==> config.mk <==
export PLATFORM = sky130hd
export DESIGN_NAME = unlock_cmd_decoder
export DESIGN_NICKNAME = d
export VERILOG_FILES = /design/src/rtl/ucd_pkg.sv /design/src/rtl/ucd_match.sv /design/src/rtl/ucd_seq.sv /design/src/rtl/ucd_out.sv /design/src/rtl/unlock_cmd_decoder.sv
export SDC_FILE = /design/constraint.sdc
export NUM_CORES = 1
export LEC_CHECK = 0
export BUFFER_PORTS_ARGS = -buffer_cell sky130_fd_sc_hd__buf_2
export CAP_MARGIN = 30
export CORE_AREA = 10 10 76 78
export CTS_CLUSTER_DIAMETER = 80
export CTS_CLUSTER_SIZE = 8
export DETAILED_ROUTE_END_ITERATION = 16
export DIE_AREA = 0 0 86 88
export PLACE_DENSITY = 0.78
export REMOVE_ABC_BUFFERS = 1
export SLEW_MARGIN = 10
export SYNTH_ARGS = -nofsm -noshare
export SYNTH_HDL_FRONTEND = slang
export SYNTH_SLANG_ARGS = --single-unit
==> constraint.sdc <==
create_clock -name clk -period 2.13 [get_ports clk]
set_input_delay 0.426 -clock clk [delete_from_list [all_inputs] [get_ports clk]]
set_output_delay 0.426 -clock clk [all_outputs]
set_load 0.005 [all_outputs]
==> src/rtl/ucd_pkg.sv <==
package ucd_pkg;

  typedef enum logic [2:0] {
    CMD_PROGRAM  = 3'd0,
    CMD_SECTOR   = 3'd1,
    CMD_BLOCK    = 3'd2,
    CMD_BANK     = 3'd3,
    CMD_ID_ENTER = 3'd4,
    CMD_ID_EXIT  = 3'd5
  } cmd_kind_e;

  typedef enum logic [2:0] {
    ST_IDLE,
    ST_KEY1,
    ST_KEY2,
    ST_PROG,
    ST_ERS3,
    ST_ERS4,
    ST_ERS5
  } seq_state_e;

  localparam int CODE_W = 8;
  localparam logic [CODE_W-1:0] CODE_PROG   = 8'hA0;
  localparam logic [CODE_W-1:0] CODE_IDIN   = 8'h90;
  localparam logic [CODE_W-1:0] CODE_IDOUT  = 8'hF0;
  localparam logic [CODE_W-1:0] CODE_ERASE  = 8'h80;
  localparam logic [CODE_W-1:0] CODE_SECTOR = 8'h30;
  localparam logic [CODE_W-1:0] CODE_BLOCK  = 8'h50;
  localparam logic [CODE_W-1:0] CODE_BANK   = 8'h10;
  localparam logic [CODE_W-1:0] BYTE_FIRST  = 8'hAA;
  localparam logic [CODE_W-1:0] BYTE_SECOND = 8'h55;

endpackage

==> src/rtl/ucd_match.sv <==
module ucd_match #(
  parameter int KEY_W = 15,
  parameter int CODE_W = 8,
  parameter logic [KEY_W-1:0] KEY_A = 15'h5555,
  parameter logic [KEY_W-1:0] KEY_B = 15'h2AAA,
  parameter logic [CODE_W-1:0] BYTE_A = 8'hAA,
  parameter logic [CODE_W-1:0] BYTE_B = 8'h55
) (
  input  logic [KEY_W-1:0]  key_addr,
  input  logic [CODE_W-1:0] key_code,
  output logic              hit_first,
  output logic              hit_second,
  output logic              at_first
);

  assign at_first   = (key_addr == KEY_A);
  assign hit_first  = at_first && (key_code == BYTE_A);
  assign hit_second = (key_addr == KEY_B) && (key_code == BYTE_B);

endmodule

==> src/rtl/ucd_seq.sv <==
module ucd_seq
  import ucd_pkg::*;
(
  input  logic              clk,
  input  logic              rst_n,
  input  logic              step,
  input  logic              hit_first,
  input  logic              hit_second,
  input  logic              at_first,
  input  logic [CODE_W-1:0] code,
  output logic              emit,
  output cmd_kind_e         kind
);

  seq_state_e state, nxt;

  always_comb begin
    nxt  = state;
    emit = 1'b0;
    kind = CMD_PROGRAM;
    if (step) begin
      nxt = ST_IDLE;
      case (state)
        ST_IDLE: if (hit_first)  nxt = ST_KEY1;
        ST_KEY1: if (hit_second) nxt = ST_KEY2;
        ST_KEY2: begin
          if (at_first) begin
            case (code)
              CODE_PROG:  nxt = ST_PROG;
              CODE_ERASE: nxt = ST_ERS3;
              CODE_IDIN:  begin emit = 1'b1; kind = CMD_ID_ENTER; end
              CODE_IDOUT: begin emit = 1'b1; kind = CMD_ID_EXIT;  end
              default:    nxt = ST_IDLE;
            endcase
          end
        end
        ST_PROG: begin
          emit = 1'b1;
          kind = CMD_PROGRAM;
        end
        ST_ERS3: if (hit_first)  nxt = ST_ERS4;
        ST_ERS4: if (hit_second) nxt = ST_ERS5;
        ST_ERS5: begin
          if (code == CODE_SECTOR) begin
            emit = 1'b1; kind = CMD_SECTOR;
          end else if (code == CODE_BLOCK) begin
            emit = 1'b1; kind = CMD_BLOCK;
          end else if (code == CODE_BANK && at_first) begin
            emit = 1'b1; kind = CMD_BANK;
          end
        end
        default: nxt = ST_IDLE;
      endcase
    end
  end

  always_ff @(posedge clk) begin
    if (!rst_n) state <= ST_IDLE;
    else        state <= nxt;
  end

endmodule

==> src/rtl/ucd_out.sv <==
module ucd_out #(
  parameter int ADDR_W = 19,
  parameter int DATA_W = 16,
  parameter int KIND_W = 3
) (
  input  logic              clk,
  input  logic              rst_n,
  input  logic              load,
  input  logic [KIND_W-1:0] kind_in,
  input  logic [ADDR_W-1:0] addr_in,
  input  logic [DATA_W-1:0] data_in,
  output logic              valid,
  output logic [KIND_W-1:0] kind,
  output logic              bank,
  output logic [ADDR_W-2:0] offset,
  output logic [DATA_W-1:0] data
);

  always_ff @(posedge clk) begin
    if (!rst_n) begin
      valid  <= 1'b0;
      kind   <= '0;
      bank   <= 1'b0;
      offset <= '0;
      data   <= '0;
    end else begin
      valid <= load;
      if (load) begin
        kind   <= kind_in;
        bank   <= addr_in[ADDR_W-1];
        offset <= addr_in[ADDR_W-2:0];
        data   <= data_in;
      end
    end
  end

endmodule

==> src/rtl/unlock_cmd_decoder.sv <==
module unlock_cmd_decoder
  import ucd_pkg::*;
#(
  parameter int ADDR_W = 19,
  parameter int DATA_W = 16,
  parameter int KEY_W  = 15
) (
  input  logic              clk,
  input  logic              rst_n,
  input  logic              wr_valid,
  input  logic [ADDR_W-1:0] wr_addr,
  input  logic [DATA_W-1:0] wr_data,
  input  logic              busy,
  output logic              cmd_valid,
  output logic [2:0]        cmd_kind,
  output logic              cmd_bank,
  output logic [ADDR_W-2:0] cmd_addr,
  output logic [DATA_W-1:0] cmd_data
);

  localparam int KIND_W = $bits(cmd_kind_e);

  logic      step;
  logic      hit_first, hit_second, at_first;
  logic      emit;
  cmd_kind_e kind_w;

  assign step = wr_valid && !busy;

  ucd_match #(
    .KEY_W (KEY_W),
    .CODE_W(CODE_W),
    .KEY_A (KEY_W'(15'h5555)),
    .KEY_B (KEY_W'(15'h2AAA)),
    .BYTE_A(BYTE_FIRST),
    .BYTE_B(BYTE_SECOND)
  ) u_match (
    .key_addr  (wr_addr[KEY_W-1:0]),
    .key_code  (wr_data[CODE_W-1:0]),
    .hit_first (hit_first),
    .hit_second(hit_second),
    .at_first  (at_first)
  );

  ucd_seq u_seq (
    .clk       (clk),
    .rst_n     (rst_n),
    .step      (step),
    .hit_first (hit_first),
    .hit_second(hit_second),
    .at_first  (at_first),
    .code      (wr_data[CODE_W-1:0]),
    .emit      (emit),
    .kind      (kind_w)
  );

  ucd_out #(
    .ADDR_W(ADDR_W),
    .DATA_W(DATA_W),
    .KIND_W(KIND_W)
  ) u_out (
    .clk    (clk),
    .rst_n  (rst_n),
    .load   (emit),
    .kind_in(kind_w),
    .addr_in(wr_addr),
    .data_in(wr_data),
    .valid  (cmd_valid),
    .kind   (cmd_kind),
    .bank   (cmd_bank),
    .offset (cmd_addr),
    .data   (cmd_data)
  );

endmodule

## Word-level counts from Yosys, hierarchy flattened

Index checks and enable logic that the tools add are counted.

| word-level totals | value |
|---|---|
| bits of input ports | 39 |
| output and inout bits | 39 |
| register bits | 42 |

| operators by class | value |
|---|---|
| reductions and logical operators | 7 |
| multiplexer cells | 21 |
| eq/ne operators | 17 |

Operators with widths:

| cell | number |
|---|---|
| == test 8 bit, second input constant | 5 |
| two-way mux 3 bit | 7 |
| one-hot mux 3 bit (2 select lines) | 3 |
| == test 8 x 7 -> 1 bit, second input constant | 2 |
| == test 15 x 14 -> 1 bit, second input constant | 1 |
| == test 15 bit, second input constant | 1 |
| one-hot mux 3 bit (5 select lines) | 1 |
| == test 3 bit, second input constant | 3 |
| == test 8 x 5 -> 1 bit, second input constant | 1 |
| == test 8 x 6 -> 1 bit, second input constant | 1 |
| two-way mux 1 bit | 7 |
| == test 3 x 2 -> 1 bit, second input constant | 2 |
| logical AND 1 bit | 4 |
| two-way mux 2 bit | 2 |
| == test 3 x 1 -> 1 bit, second input constant | 1 |
| zero test 3 bit | 1 |
| one-hot mux 1 bit (3 select lines) | 1 |
| OR reduction 2 bit | 1 |
| zero test 1 bit | 1 |

## Depth between registers and ports, before layout

Gate-level depths: netlist of run 1.

| logic depth | value |
|---|---|
| depth after elaboration | 7 |
| depth in mapped cells | 8 |
| gate-level depth less buffers | 5 |

## Hierarchy

A second synthesis of run 1 with hierarchy kept.

| second synthesis, totals | value |
|---|---|
| cell total of the unflattened synthesis | 190 |
| area, all modules | 1988.2 um^2 |

Modules (own cells, without submodules):

| module | cells an instance | sequential area each (um^2) | instances | area each (um^2) |
|---|---|---|---|---|
| ucd_out | 125 | 780.7 | 1 | 1478.9 |
| ucd_seq | 46 | 60.1 | 1 | 342.8 |
| ucd_match | 18 | 0.0 | 1 | 152.6 |
| unlock_cmd_decoder | 1 | 0.0 | 1 | 13.8 |

## Least setup slack after synthesis of run 1

No wires, ideal clock.

| timing path | value |
|---|---|
| path kind | input-to-reg |
| from | in wr_addr[9] |
| to | reg u_out.offset[8] |
| data required time | 1.998 ns |
| buffers on the path | 2 |
| path slack | 0.246 ns |
| arrival time | 1.752 ns |
| stages | 7 |
| setup time | 0.132 ns |
| cell sequence | and4bb_1 > nand4_4 > a2111o_1 > buf_2 > buf_2 > nand3_1 > a21oi_1 |

| between the ends | value |
|---|---|
| word-level cells in the longest chain between the ends | 7 |

Ends and longest elaborated chain:

| item | RTL line | source |
|---|---|---|
| start, declared | unlock_cmd_decoder.sv:11 | `input logic [ADDR_W-1:0] wr_addr,` |
| == test 15 bit * | ucd_match.sv:16 | `assign at_first = (key_addr == KEY_A);` |
| logical AND 1 bit | ucd_seq.sv:48 | `end else if (code == CODE_BANK && at_first) begin` |
| two-way mux 1 bit | ucd_seq.sv:48 |  |
| two-way mux 1 bit | ucd_seq.sv:46 | `end else if (code == CODE_BLOCK) begin` |
| two-way mux 1 bit | ucd_seq.sv:44 | `if (code == CODE_SECTOR) begin` |
| one-hot mux 1 bit (3 select lines) * | ucd_seq.sv:23 | `case (state)` |
| two-way mux 1 bit * | ucd_seq.sv:21 | `if (step) begin` |
| end signal, assigned | ucd_out.sv:31 | `offset <= addr_in[ADDR_W-2:0];` |
| end, declared | ucd_out.sv:15 | `output logic [ADDR_W-2:0] offset,` |

Every way passes the cells marked *; elsewhere a longest branch is shown, timed or not.
A chain may end at the register's enable or synchronous reset.

## Worst setup path after layout of run 1

| timing path | value |
|---|---|
| from | reg u_seq.state[1] |
| to | reg u_out.data[4] |

| between the ends | value |
|---|---|
| word-level cells in the longest chain between the ends | 3 |

Ends and longest elaborated chain:

| item | RTL line | source |
|---|---|---|
| start, declared | ucd_seq.sv:15 | `seq_state_e state, nxt;` |
| start signal, assigned | ucd_seq.sv:59 | `else state <= nxt;` |
| == test 3 bit or == test 3 x 2 -> 1 bit (tied branches) | ucd_seq.sv:23 |  |
| one-hot mux 1 bit (3 select lines) * | ucd_seq.sv:23 |  |
| two-way mux 1 bit * | ucd_seq.sv:21 |  |
| end signal, assigned | ucd_out.sv:32 | `data <= data_in;` |
| end, declared | ucd_out.sv:16 | `output logic [DATA_W-1:0] data` |

Marked as above.

==> results of run 1 <==
[path summary, 6_finish.rpt]
path	from	endpoint	cells past startpoint
worst max register to register	u_seq.state[1]$_SDFFE_PN0P_	u_out.data[4]$_SDFFE_PN0P_	6
worst max-delay path	u_seq.state[1]$_SDFFE_PN0P_	u_out.data[4]$_SDFFE_PN0P_	6
worst min register to register	u_out.offset[6]$_SDFFE_PN0P_	u_out.offset[6]$_SDFFE_PN0P_	2
worst min-delay path	wr_addr[18]	u_out.bank$_SDFFE_PN0P_	3
[registers in the layout, indices dropped and copies added, names as in the netlist]
register / flops
u_out.kind: 3
u_out.offset: 18
u_out.data: 16
u_out.bank: 1
u_out.valid: 1
u_seq.state: 3
[placed cells by master, fill, tap and decap left out, types with 3 or more instances in the layout]
| master | Yosys | final |
|---|---|---|
| a21oi_1 | 40 | 40 |
| buf_12 | 0 | 3 |
| buf_2 | 4 | 77 |
| buf_4 | 5 | 11 |
| clkbuf_8 | 0 | 5 |
| dfxtp_1 | 42 | 42 |
| nand2b_1 | 3 | 3 |
| nand3_1 | 44 | 44 |
| nor2_1 | 5 | 5 |
| o21ai_0 | 37 | 37 |
| o21ai_1 | 4 | 4 |
[power by group through the flow]
stage                     combinational [uW]  clock [uW]  sequential, uW
after floorplan                         32.7           0             803
after global placement                  98.5           0             803
after detailed placement                99.4           0             803
after CTS                                100         638             784
after global routing                     110         673             784
final                                    101         621             784
[worst register-to-register path: cells and delay by family, from the launching register on]
kind                   cells  cell delay, ns
AO/OA/AOI/OAI              3            0.60
buffers and inverters      1            0.24
flip-flops                 1            0.48
AND/OR/NAND/NOR            2            0.42
[cell type report]
cell class              instances  area, um2
clock inverters                 2       37.5
clock buffers                   6       72.6
multi-input cells             172       1080
inverters                       2       7.51
well taps                      52       65.1
fillers                       390       1660
repair buffers                 91        528
flip-flops and latches         42        841
[cells in the mapped netlist (all sizes together)]
master | number | share of area (%)
buf | 14 | 5.5
nor3 | 2 | 1.0
nand4 | 4 | 2.7
nor4bb | 1 | 0.48
o21ai | 42 | 10
o41ai | 2 | 1.6
inv | 2 | 0.36
a2111oi | 2 | 1.8
and4b | 1 | 0.48
clkbuf | 8 | 1.5
nand2 | 1 | 0.18
xnor2 | 1 | 0.42
nor3b | 1 | 0.61
a21o | 1 | 0.36
nor4 | 1 | 0.30
nand3 | 44 | 11
a21oi | 40 | 9.7
nor2b | 2 | 0.61
and2 | 1 | 0.30
nand4b | 2 | 0.85
and4bb | 4 | 2.4
a2111o | 1 | 0.55
nand2b | 3 | 0.91
and3 | 1 | 0.36
nor2 | 5 | 0.91
a31oi | 1 | 0.30
and2b | 1 | 0.36
or4b | 1 | 0.48
a211oi | 1 | 0.36
dfxtp | 42 | 41
or4 | 1 | 0.36
or2b | 1 | 0.36
o41a | 1 | 0.55
and4 | 1 | 0.48
nor4b | 2 | 1.2
[per-layer routing]
metal / part of all wire [%] / global-route usage, % / wire length (um)
met5: 0 / 0 / 0
met1: 40 / 18.3 / 2440
met2: 50 / 26.6 / 3040
met4: 1.1 / 5.99 / 68
met3: 8.5 / 6.04 / 514
[cells by family after synthesis]
kind of cell              synth area share [%]
AOI/OAI and AO/OA                         25.5
xor gates and xnor gates                 0.424
buffers and inverters                     7.39
DFF                                       40.7
and+or+nand+nor                           26.0
[stage by stage]
step | hold WS (ns) | total power, uW
final | 0.377 | 1510
after global placement | 0.450 | 901
after CTS | 0.368 | 1520
after floorplan | 0.460 | 836
after detailed placement | 0.456 | 902
after global routing | 0.385 | 1570
==> summary.txt, run 1 <==
Setup path
  • Crit path max-delay family: compound AO/OA/AOI/OAI gates
  • CP arrival: ~2.0 ns
  • Slowest CP cell: dfxtp_1
  • R2R Setup Slk: roughly 0.27 ns
  • Startpoint types: flop
  • Crit path kind: flop to flop
  • Required time of the critical path: 2.29 ns
  • CP peak stage delay: 0.48 ns
  • Critical path fanouts, max: 25
  • Crit-path cells: and4bb_2, o21ai_2, a2111o_1, buf_4, nand3_1, a21oi_1
  • CP Buf/Inv Count: 1
  • Worst Setup End Kind: flop

Synthesis
  • Synthesized cell area: 2070 um2
  • Register bit total from synthesis: 42
  • Seq/Total Area, Yosys: 40.7%
  • Synth unique cells: 45
  • Ys Warns: 0
  • Avg Cell Area, Syn: 8.68 um2
  • Gate Count Post-Synth: 238

Die
  • Starting Density: 48.1%
  • Core Region: 4290 um2
  • Cell Rows: 24
  • # IOs: 78
  • Die height: between 80 and 90 um
  • Die width: 86 um
  • DIE AREA: 7570 um2

Flow run
  • Max-cap violations: 0

Place
  • HPWL Detailed: 4540 um
  • Gpl congestion: 0.880
  • Inst Count DP: 359
  • PortBufs: 77
  • Post-Place Worst Slack: 0.0656 ns
  • Placed inst area: 2520 um2

Timing
  • Final Hold Fails: 0
  • Fmax: approximately 540 MHz
  • Setup violations, final: 0
  • Worst-Margin Slew: 0.517 ns
  • Slew margin rel.: 65.5%
  • Setup TNS: 0 ns
  • RSZ-0062 raised after global routing: no
  • Max Clock Skew: 0.00632 ns
  • Clock period minus final worst setup slack: ~1.9 ns
  • Fin crit share: between 80 and 90%
  • Slew Limit Fails: 0
  • Final Worst Setup Slack: 0.270 ns

Hold path
  • Hold crit path type: primary input to flop

Cells and area
  • ANT cells: 0
  • Nets: 353
  • Share of cells above drive strength 1: 35.2%
  • Layout overhead on the synthesized area: 27.6%
  • Fin util: about three fifths
  • Cell area after layout: between 2000 and 3000 um2
  • Layout Cells excl Fill: 367

Route
  • DRC violations left: 0
  • WL/cell: 16.5 um
  • Router iterations before antenna repair: 4
  • Vias per std cell: 5.75
  • Final wirelength: 6060 um
  • Iter 0 DRT Violations: ~160
  • Routed Antenna Nets: 0
  • Vias: 2112

Global route
  • Largest net degree at the start of global routing: 38
  • Total Routing Usage GR: roughly 16%
  • Remaining global-route overflow: 0
  • First-pass GRT wire length: 10100 um
  • Vias in the first global route: 2140
  • Initial antenna violation count: 0

Clock tree
  • Reg clk slew, reported paths: around 0.08 ns
  • Clock sink count: 42
  • Skew-Pair Late Insertion Delay: 0.30 ns
  • Post-CTS sizing: 0
  • Number of H-tree levels: 2
  • CTS Buf Count: 5
  • Hold_buf cts: 0
  • # Post-CTS Setup Buffers: 0
  • Root buffer cell: clkbuf_8
  • CTS max path bufs: 2
  • CTS tree: done

Power
  • LEAKAGE: 0.00110 uW
  • VDD IR max: around 0.00034 V
  • Psw: 330 uW
  • Clock network power share: 41.2%
  • Gate power share: 6.7%
  • Net Sw Frac: a little over a fifth
  • Flop pwr share: 52.1%
  • Pwr dens: 572 nW/um2
  • Internal: 1180 uW

Run status
  • Outcome: complete, no violations
(Power assumes the default switching activity.)
==> run 2, diff against run 1 <==
--- a/config.mk
+++ b/config.mk
@@ -5,13 +5,14 @@
 export SDC_FILE = /design/constraint.sdc
 export NUM_CORES = 1
 export LEC_CHECK = 0
+export ABC_AREA = 1
 export BUFFER_PORTS_ARGS = -buffer_cell sky130_fd_sc_hd__buf_2
 export CAP_MARGIN = 30
-export CORE_AREA = 10 10 76 78
+export CORE_AREA = 10 10 81 83
 export CTS_CLUSTER_DIAMETER = 80
 export CTS_CLUSTER_SIZE = 8
 export DETAILED_ROUTE_END_ITERATION = 16
-export DIE_AREA = 0 0 86 88
+export DIE_AREA = 0 0 91 93
 export PLACE_DENSITY = 0.78
 export REMOVE_ABC_BUFFERS = 1
 export SLEW_MARGIN = 10
==> run 2 against run 1 <==
Worst setup slack better by 0.21 ns. Core utilization is 1.4 points lower. Via count is 21% higher. Maximum frequency is 13% higher. Sequential power hardly changed. Non-clock buffer count is 7 lower. Clock skew is 0.0023 ns lower.
==> summary.txt, run 2 <==
Setup path
  • Worst Setup SP: wr_addr[9] (was u_seq.state[1]$_SDFFE_PN0P_)
  • Critical path fanouts, max: 41 (was 25)
  • Critical R2R Launch: u_seq.state[0]$_SDFFE_PN0P_ (was u_seq.state[1]$_SDFFE_PN0P_)
  • Required time of the critical path: 2.32 ns (was 2.29 ns)
  • Crit path kind: primary input to flop (was flop to flop)
  • Startpoint types: primary input (was flop)
  • Worst Setup End Kind: flop (unchanged)
  • CP arrival: 1.84 ns (was 2.02 ns)

Clock tree
  • CTS tree: done (unchanged)
  • Number of H-tree levels: 2 (unchanged)
  • CTS Buf Count: 5 (unchanged)
  • Post-CTS sizing: 0 (unchanged)
  • Hold_buf cts: 0 (unchanged)
  • Root buffer cell: clkbuf_8 (unchanged)
  • # Post-CTS Setup Buffers: 0 (unchanged)
  • Reg clk slew, reported paths: 0.08 ns (about the same)
  • CTS max path bufs: 2 (unchanged)
  • Skew-Pair Late Insertion Delay: 0.29 ns (was 0.30 ns)
  • Clock sink count: 42 (unchanged)

Timing
  • Worst-Margin Slew: 0.546 ns (was 0.517 ns)
  • Slew Limit Fails: 0 (unchanged)
  • RSZ-0062 raised after global routing: no (unchanged)
  • Clock period minus final worst setup slack: 1.65 ns (was 1.86 ns)
  • Fmax: 605 MHz (was 538 MHz)
  • Fin crit share: 77.6% (was 87.3%)
  • Final Hold Fails: 0 (unchanged)
  • Setup violations, final: 0 (unchanged)
  • Max Clock Skew: 0.00399 ns (was 0.00632 ns)
  • Slew margin rel.: 63.6% (was 65.5%)

Synthesis
  • Primary FF master, synth: dfxtp_1 (unchanged)
  • Number of synthesized flops with an enable pin: 0 (unchanged)
  • Yosys top cell area share: 33.8% (was 40.7%)
  • Synth unique cells: 21 (was 45)
  • Synth area leaders: dfxtp_1 34%, nand2_1 13%, nor2_1 10% (was dfxtp_1 41%, nand3_1 11%, a21oi_1 9.7%)
  • FFs w/ async S/R, synth: 0% (unchanged)
  • Post-synth top cells: 84 x nand2_1, 69 x nor2_1, 51 x nand3_1 (was 44 x nand3_1, 42 x dfxtp_1, 40 x a21oi_1)
  • Gate Count Post-Synth: 383 (was 238)
  • Synth area leader: dfxtp_1 (unchanged)
  • Register bit total from synthesis: 42 (unchanged)
  • Ys Warns: 0 (unchanged)
  • Synthesized cell area: 2490 um2 (was 2070 um2)
  • Seq/Total Area, Yosys: 33.8% (was 40.7%)
  • Avg Cell Area, Syn: 6.50 um2 (was 8.68 um2)
  • Most frequent cell after synthesis: nand2_1 (was nand3_1)

Cells and area
  • ANT cells: 0 (unchanged)
  • Most frequent cells in the layout: 84 x nand2_1, 77 x buf_2, 68 x nor2_1 (was 77 x buf_2, 44 x nand3_1, 42 x dfxtp_1)
  • Nets: 493 (was 353)
  • Most flops, register: u_out.offset (unchanged)
  • Most common cell after layout, fill and taps aside: nand2_1 (was buf_2)
  • Cell area after layout: 3010 um2 (was 2640 um2)
  • Layout overhead on the synthesized area: 20.7% (was 27.6%)
  • Share of cells above drive strength 1: 29.7% (was 35.2%)
  • Fin util: 60.0% (was 61.4%)
  • Max FFs per register: 18 (unchanged)
  • Biggest regs: u_out.offset x18, u_out.data x16 (unchanged)

Hold path
  • Hold Path Origin: wr_data[11] (was wr_addr[18])
  • Hold crit path type: primary input to flop (unchanged)

Die
  • DIE AREA: 8460 um2 (was 7570 um2)
  • Die width: 91 um (was 86 um)
  • Die height: 93 um (was 88 um)
  • # IOs: 78 (unchanged)
  • Starting Density: 49.7% (was 48.1%)
  • Cell Rows: 26 (was 24)
  • Core Region: 5010 um2 (was 4290 um2)

Power
  • Pwr dens: 497 nW/um2 (was 572 nW/um2)
  • VDD IR max: 0.000261 V (was 0.000344 V)
  • LEAKAGE: 0.00150 uW (was 0.00110 uW)

Route
  • Iter 0 DRT Violations: 121 (was 155)
  • WL/cell: 12.2 um (was 16.5 um)
  • Vias per std cell: 4.87 (was 5.75)
  • DRC violations left: 0 (unchanged)
  • Router iterations before antenna repair: 4 (unchanged)
  • Final wirelength: 6390 um (was 6060 um)
  • Routed Antenna Nets: 0 (unchanged)
  • Vias: 2557 (was 2112)

Place
  • PortBufs: 77 (unchanged)
  • HPWL Detailed: 4980 um (was 4540 um)
  • Placed inst area: 2910 um2 (was 2520 um2)
  • Gpl congestion: 0.930 (was 0.880)

Global route
  • Remaining global-route overflow: 0 (unchanged)
  • Initial antenna violation count: 0 (unchanged)
  • GR Layer Usage met3: 3.60% (was 6.04%)
  • Met2 usage: 27.0% (was 26.6%)
  • First-pass GRT wire length: 10900 um (was 10100 um)
  • Largest net degree at the start of global routing: 45 (was 38)
  • Met1 GRT Util: 17.5% (was 18.3%)
  • Total Routing Usage GR: 15.0% (was 16.0%)
  • Vias in the first global route: 2460 (was 2140)
  • GRT busiest layer: met2 (unchanged)

Flow run
  • Max-cap violations: 0 (unchanged)

Run status
  • Outcome: complete, no violations (unchanged)
==> run 2: final cells by class <==
cell class | instances | area (um2)
Clock buffer | 6 | 82.6
Multi-Input combinational cell | 271 | 1320
Sequential cell | 42 | 841
Clock inverter | 2 | 12.5
Fill cell | 547 | 2000
Tap cell | 70 | 87.6
Timing Repair Buffer | 84 | 475
Inverter | 50 | 188
==> run 2: metrics by stage <==
stage / hold slack [ns] / cells / power [uW] / worst slack (ns) / TNS, ns
after global placement: 0.459 / 517 / 972 / 0.217 / 0
after detailed placement: 0.463 / 517 / 974 / 0.193 / 0
final: 0.445 / 525 / 1500 / 0.477 / 0
after floorplan: 0.459 / 363 / 888 / -2.72 / -91.78
after global routing: 0.465 / 525 / 1560 / 0.266 / 0
after CTS: 0.445 / 525 / 1510 / 0.473 / 0
==> run 2: worst paths after layout <==
path | to | slack [ns] | cells after the start
min reg2reg | u_out.offset[13]$_SDFFE_PN0P_ | 0.48 | 2
max reg2reg | u_out.offset[12]$_SDFFE_PN0P_ | 0.49 | 11
max | u_out.offset[12]$_SDFFE_PN0P_ | 0.48 | 12
min | u_out.data[11]$_SDFFE_PN0P_ | 0.44 | 5
==> run 2: critical path, stage by stage <==
cell,delay (ns)
buf_2,0.12
nor3_1,0.26
nand2_1,0.13
nor2_4,0.14
nand3_2,0.09
nand2_1,0.08
inv_2,0.04
nand2_4,0.08
buf_12,0.22
nand3_1,0.10
nand2_1,0.08
nor2_1,0.04
==> run 2: power breakdown <==
part | internal, uW | switching, uW
Combinational | 58.2 | 114
Sequential | 784 | 0.00000121
Clock | 261 | 278
==> run 2: cells by family (layout without fill, tap and decap cells) <==
logic type | count (synthesis) | after routing | synth area share [%]
and+or+nand+nor | 228 | 228 | 39.5
buffers and inverters | 70 | 142 | 13.6
AOI/OAI and AO/OA | 43 | 43 | 13.2
DFF | 42 | 42 | 33.8
==> run 2: layer usage <==
metal	vias to the layer above	part of all wire, %	wire [um]
li1	1351	-	-
met3	4	6.0	382
met5	-	0	0
met4	0	0.58	37
met1	1131	45	2850
met2	71	49	3110
